File: src/rtl/bbchain_pkg.sv
package bbchain_pkg;

    localparam int CHAR_W = 8;
    localparam int NSTAGE = 3;

    typedef logic [CHAR_W-1:0] char_t;

    localparam char_t CH_ETX = 8'h03;
    localparam char_t CH_STX = 8'h02;

    typedef enum logic [1:0] {
        FR_WAIT_STX  = 2'd0,
        FR_WAIT_ADDR = 2'd1,
        FR_BODY      = 2'd2
    } frame_st_e;

    typedef struct packed {
        logic mv12;
        logic mv23;
        logic take3;
        logic eom;
    } strobe_t;

    function automatic logic char_match(char_t a, char_t b);
        return a == b;
    endfunction

endpackage

File: src/rtl/bbchain_frame.sv
module bbchain_frame
    import bbchain_pkg::*;
#(
    parameter char_t STX_CODE = CH_STX
) (
    input  logic  clk,
    input  logic  rst,
    input  logic  rx_mode_i,
    input  logic  consume_i,
    input  char_t src_data_i,
    input  logic  eom_i,
    output logic  pass_o,
    output logic  discard_o
);

    frame_st_e st_q, st_d;

    always_comb begin
        st_d = st_q;
        if (!rx_mode_i || eom_i) begin
            st_d = FR_WAIT_STX;
        end else if (consume_i) begin
            case (st_q)
                FR_WAIT_STX:  if (char_match(src_data_i, STX_CODE)) st_d = FR_WAIT_ADDR;
                FR_WAIT_ADDR: st_d = FR_BODY;
                FR_BODY:      st_d = FR_BODY;
                default:      st_d = FR_WAIT_STX;
            endcase
        end
    end

    always_ff @(posedge clk) begin
        if (rst) st_q <= FR_WAIT_STX;
        else     st_q <= st_d;
    end

    assign pass_o    = !rx_mode_i || (st_q == FR_BODY);
    assign discard_o = rx_mode_i && (st_q != FR_BODY);

endmodule

File: src/rtl/bbchain_ctrl.sv
module bbchain_ctrl
    import bbchain_pkg::*;
(
    input  logic              clk,
    input  logic              rst,
    input  logic              rx_mode_i,
    input  logic              poll_mode_i,
    input  logic              hdr_enter_i,
    input  logic              etx_found_i,
    input  logic              cursor_step_i,
    input  logic              src_valid_i,
    input  logic              pass_i,
    input  logic              discard_i,
    input  logic              snk_take_i,
    input  logic              tail_is_etx_i,
    output logic              src_ready_o,
    output logic              ld_head_o,
    output logic              jam_o,
    output logic              marker_o,
    output strobe_t           stb_o,
    output logic [NSTAGE-1:0] busy_o
);

    logic [NSTAGE-1:0] busy_q;
    logic              marker_q;
    logic              jam_req, room1, can_load, cursor_block;
    strobe_t           stb;

    always_comb begin
        stb.take3 = busy_q[2] && snk_take_i;
        stb.eom   = stb.take3 && tail_is_etx_i;
        stb.mv23  = busy_q[1] && (!busy_q[2] || stb.take3) && !stb.eom;
        stb.mv12  = busy_q[0] && !marker_q && (!busy_q[1] || stb.mv23) && !stb.eom;
    end

    assign jam_req      = poll_mode_i && !rx_mode_i && hdr_enter_i;
    assign jam_o        = jam_req && !busy_q[0] && !stb.eom;
    assign room1        = !busy_q[0] || stb.mv12;
    assign cursor_block = !rx_mode_i && cursor_step_i;
    assign can_load     = room1 && !marker_q && !jam_req && !cursor_block;
    assign src_ready_o  = !stb.eom && (discard_i || can_load);
    assign ld_head_o    = src_valid_i && src_ready_o && pass_i;

    always_ff @(posedge clk) begin
        if (rst || stb.eom) begin
            busy_q   <= '0;
            marker_q <= 1'b0;
        end else begin
            if (jam_o || ld_head_o)             busy_q[0] <= 1'b1;
            else if (stb.mv12)                  busy_q[0] <= 1'b0;
            else if (marker_q && etx_found_i)   busy_q[0] <= 1'b0;

            if (stb.mv12)      busy_q[1] <= 1'b1;
            else if (stb.mv23) busy_q[1] <= 1'b0;

            if (stb.mv23)       busy_q[2] <= 1'b1;
            else if (stb.take3) busy_q[2] <= 1'b0;

            if (jam_o)                        marker_q <= 1'b1;
            else if (marker_q && etx_found_i) marker_q <= 1'b0;
        end
    end

    assign busy_o   = busy_q;
    assign marker_o = marker_q;
    assign stb_o    = stb;

endmodule

File: src/rtl/bbchain_datapath.sv
module bbchain_datapath
    import bbchain_pkg::*;
#(
    parameter char_t ETX_CODE = CH_ETX
) (
    input  logic              clk,
    input  logic              rst,
    input  logic              jam_i,
    input  logic              ld_head_i,
    input  char_t             src_data_i,
    input  logic [NSTAGE-1:0] shift_i,
    output char_t             mid_o,
    output char_t             tail_o
);

    char_t d_q [NSTAGE];

    always_ff @(posedge clk) begin
        if (rst)            d_q[0] <= '0;
        else if (jam_i)     d_q[0] <= ETX_CODE;
        else if (ld_head_i) d_q[0] <= src_data_i;
    end

    for (genvar i = 1; i < NSTAGE; i++) begin : g_stage
        always_ff @(posedge clk) begin
            if (rst)             d_q[i] <= '0;
            else if (shift_i[i]) d_q[i] <= d_q[i-1];
        end
    end

    assign mid_o  = d_q[NSTAGE-2];
    assign tail_o = d_q[NSTAGE-1];

endmodule

File: src/rtl/bbchain_top.sv
module bbchain_top
    import bbchain_pkg::*;
#(
    parameter char_t ETX_CODE = CH_ETX,
    parameter char_t STX_CODE = CH_STX
) (
    input  logic              clk,
    input  logic              rst,
    input  logic              rx_mode_i,
    input  logic              poll_mode_i,
    input  logic              src_valid_i,
    input  logic [CHAR_W-1:0] src_data_i,
    output logic              src_ready_o,
    input  logic              cursor_step_i,
    input  logic              hdr_enter_i,
    input  logic              etx_found_i,
    input  logic              snk_take_i,
    output logic [CHAR_W-1:0] snk_data_o,
    output logic [NSTAGE-1:0] busy_o
);

    logic    pass, discard, ld_head, jam, marker;
    logic    mv12, mv23, eom;
    strobe_t stb;
    char_t   mid_data, tail_data;

    bbchain_frame #(.STX_CODE(STX_CODE)) frame_i (
        .clk        (clk),
        .rst        (rst),
        .rx_mode_i  (rx_mode_i),
        .consume_i  (src_valid_i && src_ready_o),
        .src_data_i (src_data_i),
        .eom_i      (eom),
        .pass_o     (pass),
        .discard_o  (discard)
    );

    bbchain_ctrl ctrl_i (
        .clk           (clk),
        .rst           (rst),
        .rx_mode_i     (rx_mode_i),
        .poll_mode_i   (poll_mode_i),
        .hdr_enter_i   (hdr_enter_i),
        .etx_found_i   (etx_found_i),
        .cursor_step_i (cursor_step_i),
        .src_valid_i   (src_valid_i),
        .pass_i        (pass),
        .discard_i     (discard),
        .snk_take_i    (snk_take_i),
        .tail_is_etx_i (char_match(tail_data, ETX_CODE)),
        .src_ready_o   (src_ready_o),
        .ld_head_o     (ld_head),
        .jam_o         (jam),
        .marker_o      (marker),
        .stb_o         (stb),
        .busy_o        (busy_o)
    );

    assign mv12 = stb.mv12;
    assign mv23 = stb.mv23;
    assign eom  = stb.eom;

    bbchain_datapath #(.ETX_CODE(ETX_CODE)) dp_i (
        .clk        (clk),
        .rst        (rst),
        .jam_i      (jam),
        .ld_head_i  (ld_head),
        .src_data_i (src_data_i),
        .shift_i    ({mv23, mv12, 1'b0}),
        .mid_o      (mid_data),
        .tail_o     (tail_data)
    );

    assign snk_data_o = tail_data;

endmodule

File: config.mk
export PLATFORM = sky130hd
export DESIGN_NAME = bbchain_top
export DESIGN_NICKNAME = d
export VERILOG_FILES = /design/src/rtl/bbchain_pkg.sv /design/src/rtl/bbchain_frame.sv /design/src/rtl/bbchain_ctrl.sv /design/src/rtl/bbchain_datapath.sv /design/src/rtl/bbchain_top.sv
export SDC_FILE = /design/constraint.sdc
export NUM_CORES = 1
export LEC_CHECK = 0
export BUFFER_PORTS_ARGS = -buffer_cell sky130_fd_sc_hd__buf_2
export CAP_MARGIN = 20
export CORE_UTILIZATION = 60
export CTS_BUF_LIST = sky130_fd_sc_hd__clkbuf_8
export DETAILED_ROUTE_END_ITERATION = 8
export GPL_TIMING_DRIVEN = 1
export PLACE_DENSITY = 0.86
export SETUP_SLACK_MARGIN = 0.02
export SLEW_MARGIN = 15
export SYNTH_ARGS = -nofsm -noshare
export SYNTH_HDL_FRONTEND = slang
export SYNTH_SLANG_ARGS = --single-unit
File: constraint.sdc
create_clock -name clk -period 5.85 [get_ports clk]
set_input_delay 1.755 -clock clk [delete_from_list [all_inputs] [get_ports clk]]
set_output_delay 1.755 -clock clk [all_outputs]
set_load 0.05 [all_outputs]
After elaboration in Yosys (flattened, before gate mapping):

Memories as Yosys holds them, arrays and structs flattened.
Index checks and enable logic that the tools add are counted.

* $add $sub $neg: 0
* multiply operators: 0
* divide/modulo/power cells: 0
* $lt $le $gt $ge: 0
* eq/ne operators: 6
* shifts and indexed selects: 0
* multiplexer cells: 29
* bitwise gates (word level): 4
* reductions and logical operators: 44

Operators by type and width (number)
* 2-to-1 mux 8 bit: 4
* 2-to-1 mux 1 bit: 23
* logical AND 1 bit: 20
* equality test 8 x 2 -> 1 bit, second input constant: 2
* logical NOT 1 bit: 8
* logical OR 1 bit: 8
* nonzero test 2 bit: 3
* bitwise OR 1 bit: 4
* case mux 2 bit (2 select lines): 1
* OR reduction 2 bit: 2
* nonzero test 3 bit: 1
* equality test 2 x 1 -> 1 bit, second input constant: 1
* equality test 2 bit, second input constant: 1
* logical NOT 2 bit: 1
* 2-to-1 mux 2 bit: 1
* inequality test 2 x 1 -> 1 bit, second input constant: 1
* inequality test 2 bit, second input constant: 1
* AND reduction 2 bit: 1

* bits in registers: 6
* bits in latches: 0
* bits in writable memories: 24
* ROM bits: 0
* memories kept: 1

Memories
* dp_i.d_q: depth 3, bits a word 8, rd ports 3, clocked after memory_dff 0, wr ports 3, RTL line bbchain_datapath.sv:16 `char_t d_q [NSTAGE];`

Longest topological paths before layout:

Gate-level depths: netlist of the first run.
An unclocked memory read counts as a cell.

* depth in word-level cells: 21
* mapped depth: 6

Modules after synthesis:

A second synthesis of the first run with hierarchy kept.

* cell total of the unflattened synthesis: 117
* area total of the unflattened synthesis: 1416.4 µm²

Modules (own cells, without submodules)
* bbchain_datapath: instances 1, cells each 56, area an instance 924.6 µm², seq. area each 720.7 µm²
* bbchain_ctrl: instances 1, cells each 37, area an instance 287.8 µm², seq. area each 80.1 µm²
* bbchain_frame: instances 1, cells each 19, area an instance 170.2 µm², seq. area each 40.0 µm²
* bbchain_top: instances 1, cells each 5, area an instance 33.8 µm², seq. area each 0.0 µm²

Worst setup path before layout of the first run:

No wires, ideal clock.

* path type: input port to output port
* start point: input snk_take_i
* end point: output src_ready_o
* arrival time: 3015 ps
* data required time: 4095 ps
* path slack: 1080 ps
* stages: 3
* cells stage by stage: and4b_4 a211o_1 a21oi_1

* word-level cells in the longest chain between the ends: 13
* elaborated cells between the ends (all ways): 15
* those cells by class: reduce/logical (15)

Ends and longest elaborated chain
* start: declaration: RTL line bbchain_top.sv:17 `input logic snk_take_i,`
* logical AND 1 bit (*): RTL line bbchain_ctrl.sv:30 `stb.take3 = busy_q[2] && snk_take_i;`
* logical OR 1 bit / logical AND 1 bit (equally long branches): RTL line bbchain_ctrl.sv:32, bbchain_ctrl.sv:31
* logical AND 1 bit / logical NOT 1 bit (equally long branches): RTL line bbchain_ctrl.sv:32, bbchain_ctrl.sv:33, bbchain_ctrl.sv:41
* logical AND 1 bit: RTL line bbchain_ctrl.sv:32 `stb.mv23 = busy_q[1] && (!busy_q[2] || stb.take3) && !stb.eom;`
* logical OR 1 bit: RTL line bbchain_ctrl.sv:33 `stb.mv12 = busy_q[0] && !marker_q && (!busy_q[1] || stb.mv23) && !stb.eom;`
* logical AND 1 bit (2 in series): RTL line bbchain_ctrl.sv:33
* logical OR 1 bit: RTL line bbchain_ctrl.sv:38 `assign room1 = !busy_q[0] || stb.mv12;`
* logical AND 1 bit (3 in series): RTL line bbchain_ctrl.sv:40 `assign can_load = room1 && !marker_q && !jam_req && !cursor_block;`
* logical OR 1 bit: RTL line bbchain_ctrl.sv:41 `assign src_ready_o = !stb.eom && (discard_i || can_load);`
* logical AND 1 bit (*): RTL line bbchain_ctrl.sv:41
* end: declaration: RTL line bbchain_top.sv:13 `output logic src_ready_o,`

Every way passes the cells marked *; elsewhere a longest branch is shown, timed or not.

Worst setup path after layout of the first run:

Same ends and word-level chain as after synthesis.

==> results of run 1 <==
-- routing by layer --
layer | track usage [%] | vias up | part of all wire, %
met2 | 37.6 | 31 | 51
met5 | 0 | - | 0
met3 | 10.0 | 4 | 5.0
li1 | - | 488 | -
met1 | 25.6 | 485 | 42
met4 | 11.6 | 0 | 2.1
-- cell usage in the layout (no fill, tap or decap), types with 2 or more instances in the layout --
master    Yosys  final
inv_1         7      7
a31oi_1       3      3
a211oi_1      2      2
a41oi_1       2      2
nor2_1        7      7
buf_2         1     28
clkbuf_8      0      5
nand2_1       5      5
o21bai_1      2      2
nand3_1       5      5
a211o_1       3      3
dfxtp_1       6      6
edfxtp_1     24     24
ha_1          2      2
and2_1       22     22
o21ai_0       2      2
a21oi_1       4      4
-- registers in the layout, indices dropped and copies added, names as in the netlist --
register,cells
dp_i.d_q,24
ctrl_i.busy_o,3
frame_i.st_q,2
ctrl_i.marker_o,1
-- stage by stage --
stage                     worst slack [ns]  hold WS [ns]
final                                 1.29         0.517
after global routing                  1.24         0.533
after CTS                             1.29         0.518
after detailed placement              1.30         0.506
after global placement                1.31         0.475
after floorplan                       1.08         0.463
-- cell families (layout without fill, tap and decap cells) --
group | count (synthesis) | count (layout) | share of synthesized area (%)
and+or+nand+nor | 50 | 50 | 23.1
AOI/OAI and AO/OA | 23 | 23 | 12.4
buffers and inverters | 9 | 42 | 2.48
adders and majority gates | 2 | 2 | 1.77
DFF | 30 | 30 | 59.6
muxes | 1 | 1 | 0.709
-- final cells by class --
cell class | count | area share (%)
repair buffers | 28 | 8.34
well taps | 28 | 2.08
clock inverters | 2 | 2.01
flip-flops and latches | 30 | 50.0
inverters | 7 | 1.56
multi-input cells | 76 | 31.9
clock buffers | 5 | 4.10
-- worst max-delay path: stages --
cell and delay [ns]:
buf_2 0.13, and4b_4 0.22, a211o_1 0.31, a21oi_1 0.12
buf_2 0.27
-- where the power goes --
part	switching, mW	internal [mW]
combinational	0.0311	0.0142
clock	0.0693	0.123
sequential	0.00417	0.241
-- worst paths after layout --
path / start / to / slack, ns / cells past startpoint
worst max-delay path: snk_take_i / src_ready_o / 1.29 / 5
worst min register to register: frame_i.st_q[0]$_SDFFE_PP0P_ / frame_i.st_q[0]$_SDFFE_PP0P_ / 0.52 / 2
worst max register to register: dp_i.d_q[2][4]$_SDFFCE_PN0P_ / dp_i.d_q[0][6]$_SDFFCE_PN0P_ / 3.86 / 4
worst min-delay path: frame_i.st_q[0]$_SDFFE_PP0P_ / frame_i.st_q[0]$_SDFFE_PP0P_ / 0.52 / 2
==> metrics, run 1 <==
worst-case clock skew 0.00310 ns; min Tclk post-route 4.56 ns; async set-or-reset flop fraction in the synthesized netlist 0%; Setup Total Neg Slack 0 ns; most common cell in the synthesized netlist edfxtp_1; worst-margin pin slew 0.681 ns; Highest Clock Rate 0.219 GHz; final RePlAce weighted congestion 0.755; Synth cell types 34; Routed Antenna Nets 0; fraction of layout cells with a size suffix above 1 27.0%; post-synth top area cell edfxtp_1; gr ovfl total 0; crit path DAT 2.81 ns; drt pass-1 iters 4; Seq. cell area 841 um^2; Final Power 483 uW; pin count of the biggest net entering global routing 10; Post-Syn Area per Cell 12.3 um^2; Worst IR Drop VDD 0.241 mV; leakage 0.673 nW; first-pass GRT wire length 4.02 mm; CTS tree done; final instance area 0.00168 mm^2; Final Non-Filler Cells 176; post-cts resize count 0; EDFF count, synth 24; Worst-Skew Late Latency 0.27 ns; CTS Hold Buffers Added 0; sequential-to-total area share from yosys stat 59.6%; clk slew on worst S/H paths 0.06 ns; nets 167; filler instances 167; share of the synthesized area in the top cell type 51.1%; Post-CTS Setup Bufs 0; GR Util All Layers 23.1%; Syn Inst Count 115; Avg WL per Cell 13.7 um; fin. max-slew vios 0; Hold Vio Cnt, Final 0; Num Clock Sinks 30; vias in the first global route 927; Syn Std Cell Area 0.00141 mm^2; status finished, final reports clean; period utilization 78.0%; final setup vio count 0; Worst setup EP type output pin; Req. time, crit path 4.09 ns; DIE AREA 0.00255 mm^2; vias 1008; commonest cells in the netlist edfxtp_1, and2_1, inv_1, nor2_1, dfxtp_1; CTS Buf Count 5; Post-synth top flop edfxtp_1; core area 0.00221 mm^2; Synth area leaders edfxtp_1, and2_1, dfxtp_1; WL final 2.41 mm; Die Width 50.5 um; Area Overhead vs Synth 19.1%; placed cell count 169; antenna cells 0; unrepaired setup endpoints after global routing no; max-cap violation count 0; Multi-input gate area 536 um^2; critical path class primary input to output pin; CTS Root Cell clkbuf_8; pwr dens 287 mW/mm^2; element type at the critical path start primary input; Hold Crit Class register to register; DRT iter0 DRCs 34; Syn Nets 134; post-DP HPWL 1.81 mm; row count 17; register bit total from synthesis 30; Die Ht 50.5 um; Initial Utilization 63.8%; fin util 76.0%; max_slew headroom 54.5%; Syn. warnings 0; htree depth 2; antenna violations before repair 0; Top Ports 29; clk buf depth 2; PortBufs 28; # DRC 0; vias per cell 5.73; Placed Area 0.00158 mm^2; CP Max Fanout 5
Power figures use the tool's default switching activity.
==> inputs of run 2 (changes only) <==
CORE_UTILIZATION = 50   (was 60)
PLACE_DENSITY = 0.77   (was 0.86)
clock period = 3.6 ns   (was 5.85 ns; I/O delays follow)
==> run 2 against run 1 <==
Net effect:
- sequential power increased by 63%
- critical endpoint unchanged
- die area increased by 19%
- clock power increased by 67%
- largest power group unchanged
- cell count increased by 1.7%
- sequential share of layout area decreased by 0.19 points
- combinational power increased by 63%
- flip-flop and latch count unchanged
- design area increased by 0.37%
==> metrics, run 2 (synthesis gave the netlist of run 1 again) <==
status finished, final reports clean; final RePlAce weighted congestion 0.718; GR Util All Layers 20.4%; pwr dens 470 mW/mm^2; leakage 0.682 nW; Multi-input gate area 536 um^2; CP max stage cell nor4b_4; Worst Hold Slack 0.520 ns; Worst-Skew Late Latency 0.28 ns; Worst IR Drop VDD 0.387 mV; vias in the first global route 887; crit path DAT 2.13 ns; Initial Utilization 55.0%; DRT iter0 DRCs 16; Crit path buffers/inverters 2; unrepaired setup endpoints after global routing no; WL final 2.61 mm; CTS tree done; pin count of the biggest net entering global routing 10; PortBufs 28; max_slew headroom 54.6%; critical path class primary input to output pin; core area 0.00257 mm^2; Cell Int Power 616 uW; Avg WL per Cell 14.6 um; Die Ht 55.1 um; clk slew on worst S/H paths 0.06 ns; period utilization 89.1%; met2 Usage GRT 34.3%; Worst Hold Launch dp_i.d_q[0][1]$_DFFE_PP_; Die Width 55.1 um; Setup Total Neg Slack 0 ns; # DRC 0; worst-case clock skew 0.00923 ns; clk buf depth 2; final setup vio count 0; FF-to-FF Start dp_i.d_q[2][4]$_SDFFCE_PN0P_; CP Max Fanout 6; met1 Usage GRT 21.6%; post-cts resize count 0; CP cell instances buf_2, nor4b_4, and3_1, a21oi_1, buf_2; combinational power share 9.3%; sw frac 22.4%; nets 167; worst-margin pin slew 0.679 ns; Placed Area 0.00158 mm^2; Final Power 794 uW; element type at the critical path start primary input; most common cell after layout, fill and taps aside buf_2; antenna cells 0; most frequent cells in the layout buf_2, edfxtp_1, and2_1, inv_1, nor2_1; first-pass GRT wire length 3.89 mm; drt pass-1 iters 4; gr ovfl total 0; vias per cell 5.75; Largest stage delay, worst path 0.37 ns; Area Overhead vs Synth 19.5%; Net Sw Power 177 uW; Hold Crit Class register to register; Top Ports 29; register bank with the most flops dp_i.d_q; Num Clock Sinks 30; Req. time, crit path 2.52 ns; CTS Root Cell clkbuf_8; htree depth 2; met3 usage 5.74%; min Tclk post-route 3.21 ns; Seq. cell area 841 um^2; row count 18; Post-CTS Setup Bufs 0; post-DP HPWL 2.01 mm; filler instances 203; DIE AREA 0.00304 mm^2; Worst Setup SP snk_take_i; max FFs per register 24; Hold Vio Cnt, Final 0; global routing's busiest layer met2; Routed Antenna Nets 0; max-cap violation count 0; vias 1029; antenna violations before repair 0; Worst setup EP type output pin; Clock Power Share 40.4%; CTS Hold Buffers Added 0; Reg power frac 50.3%; fin util 65.7%; fraction of layout cells with a size suffix above 1 26.8%; Highest Clock Rate 0.312 GHz; Critical Path Most Common Cell buf_2; CTS Buf Count 5; fin. max-slew vios 0; critical path's top delay family simple AND/OR/NAND/NOR gates; final instance area 0.00169 mm^2
## run 2: worst reg2reg max path: cells and delay by family, from the launching register on
family | cells | cell delay [ns]
simple gates | 3 | 1.17
compound gates | 1 | 0.28
flops | 1 | 0.44
## run 2: stage by stage
stage | instances | setup slack, ns
4_1_cts | 179 | 0.383
3_3_place_gp | 171 | 0.403
6_report | 179 | 0.392
5_1_grt | 179 | 0.321
2_1_floorplan | 115 | 0.180
3_5_place_dp | 171 | 0.390
## run 2: path summary, 6_finish.rpt
| kind | endpoint | depth (start not counted) | slack (ns) |
|---|---|---|---|
| max reg2reg | dp_i.d_q[0][2]$_SDFFCE_PN0P_ | 4 | 1.58 |
| max | src_ready_o | 5 | 0.39 |
| min reg2reg | dp_i.d_q[1][1]$_SDFFCE_PN0P_ | 1 | 0.52 |
| min | dp_i.d_q[1][1]$_SDFFCE_PN0P_ | 1 | 0.52 |
## run 2: layout make-up
| cell class | instances | share of cell area [%] |
|---|---|---|
| inverters | 7 | 1.56 |
| flip-flops and latches | 30 | 49.9 |
| repair buffers | 28 | 8.31 |
| clock buffers | 5 | 4.08 |
| clock inverters | 3 | 2.23 |
| multi-input cells | 76 | 31.8 |
| well taps | 30 | 2.23 |
## run 2: power by group through the flow
stage               clock (mW)  sequential, mW  combinational (mW)
floorplan                    0           0.424              0.0310
global placement             0           0.406              0.0713
detailed placement           0           0.407              0.0737
CTS                      0.323           0.400              0.0740
global route             0.335           0.401              0.0806
finish                   0.320           0.399              0.0739
## run 2: metal layers
layer	part of all wire (%)	wire length [um]	up-vias
met1	38	991	478
li1	-	-	493
met3	8.4	218	6
met5	0	0	-
met2	51	1320	52
met4	2.8	74	0
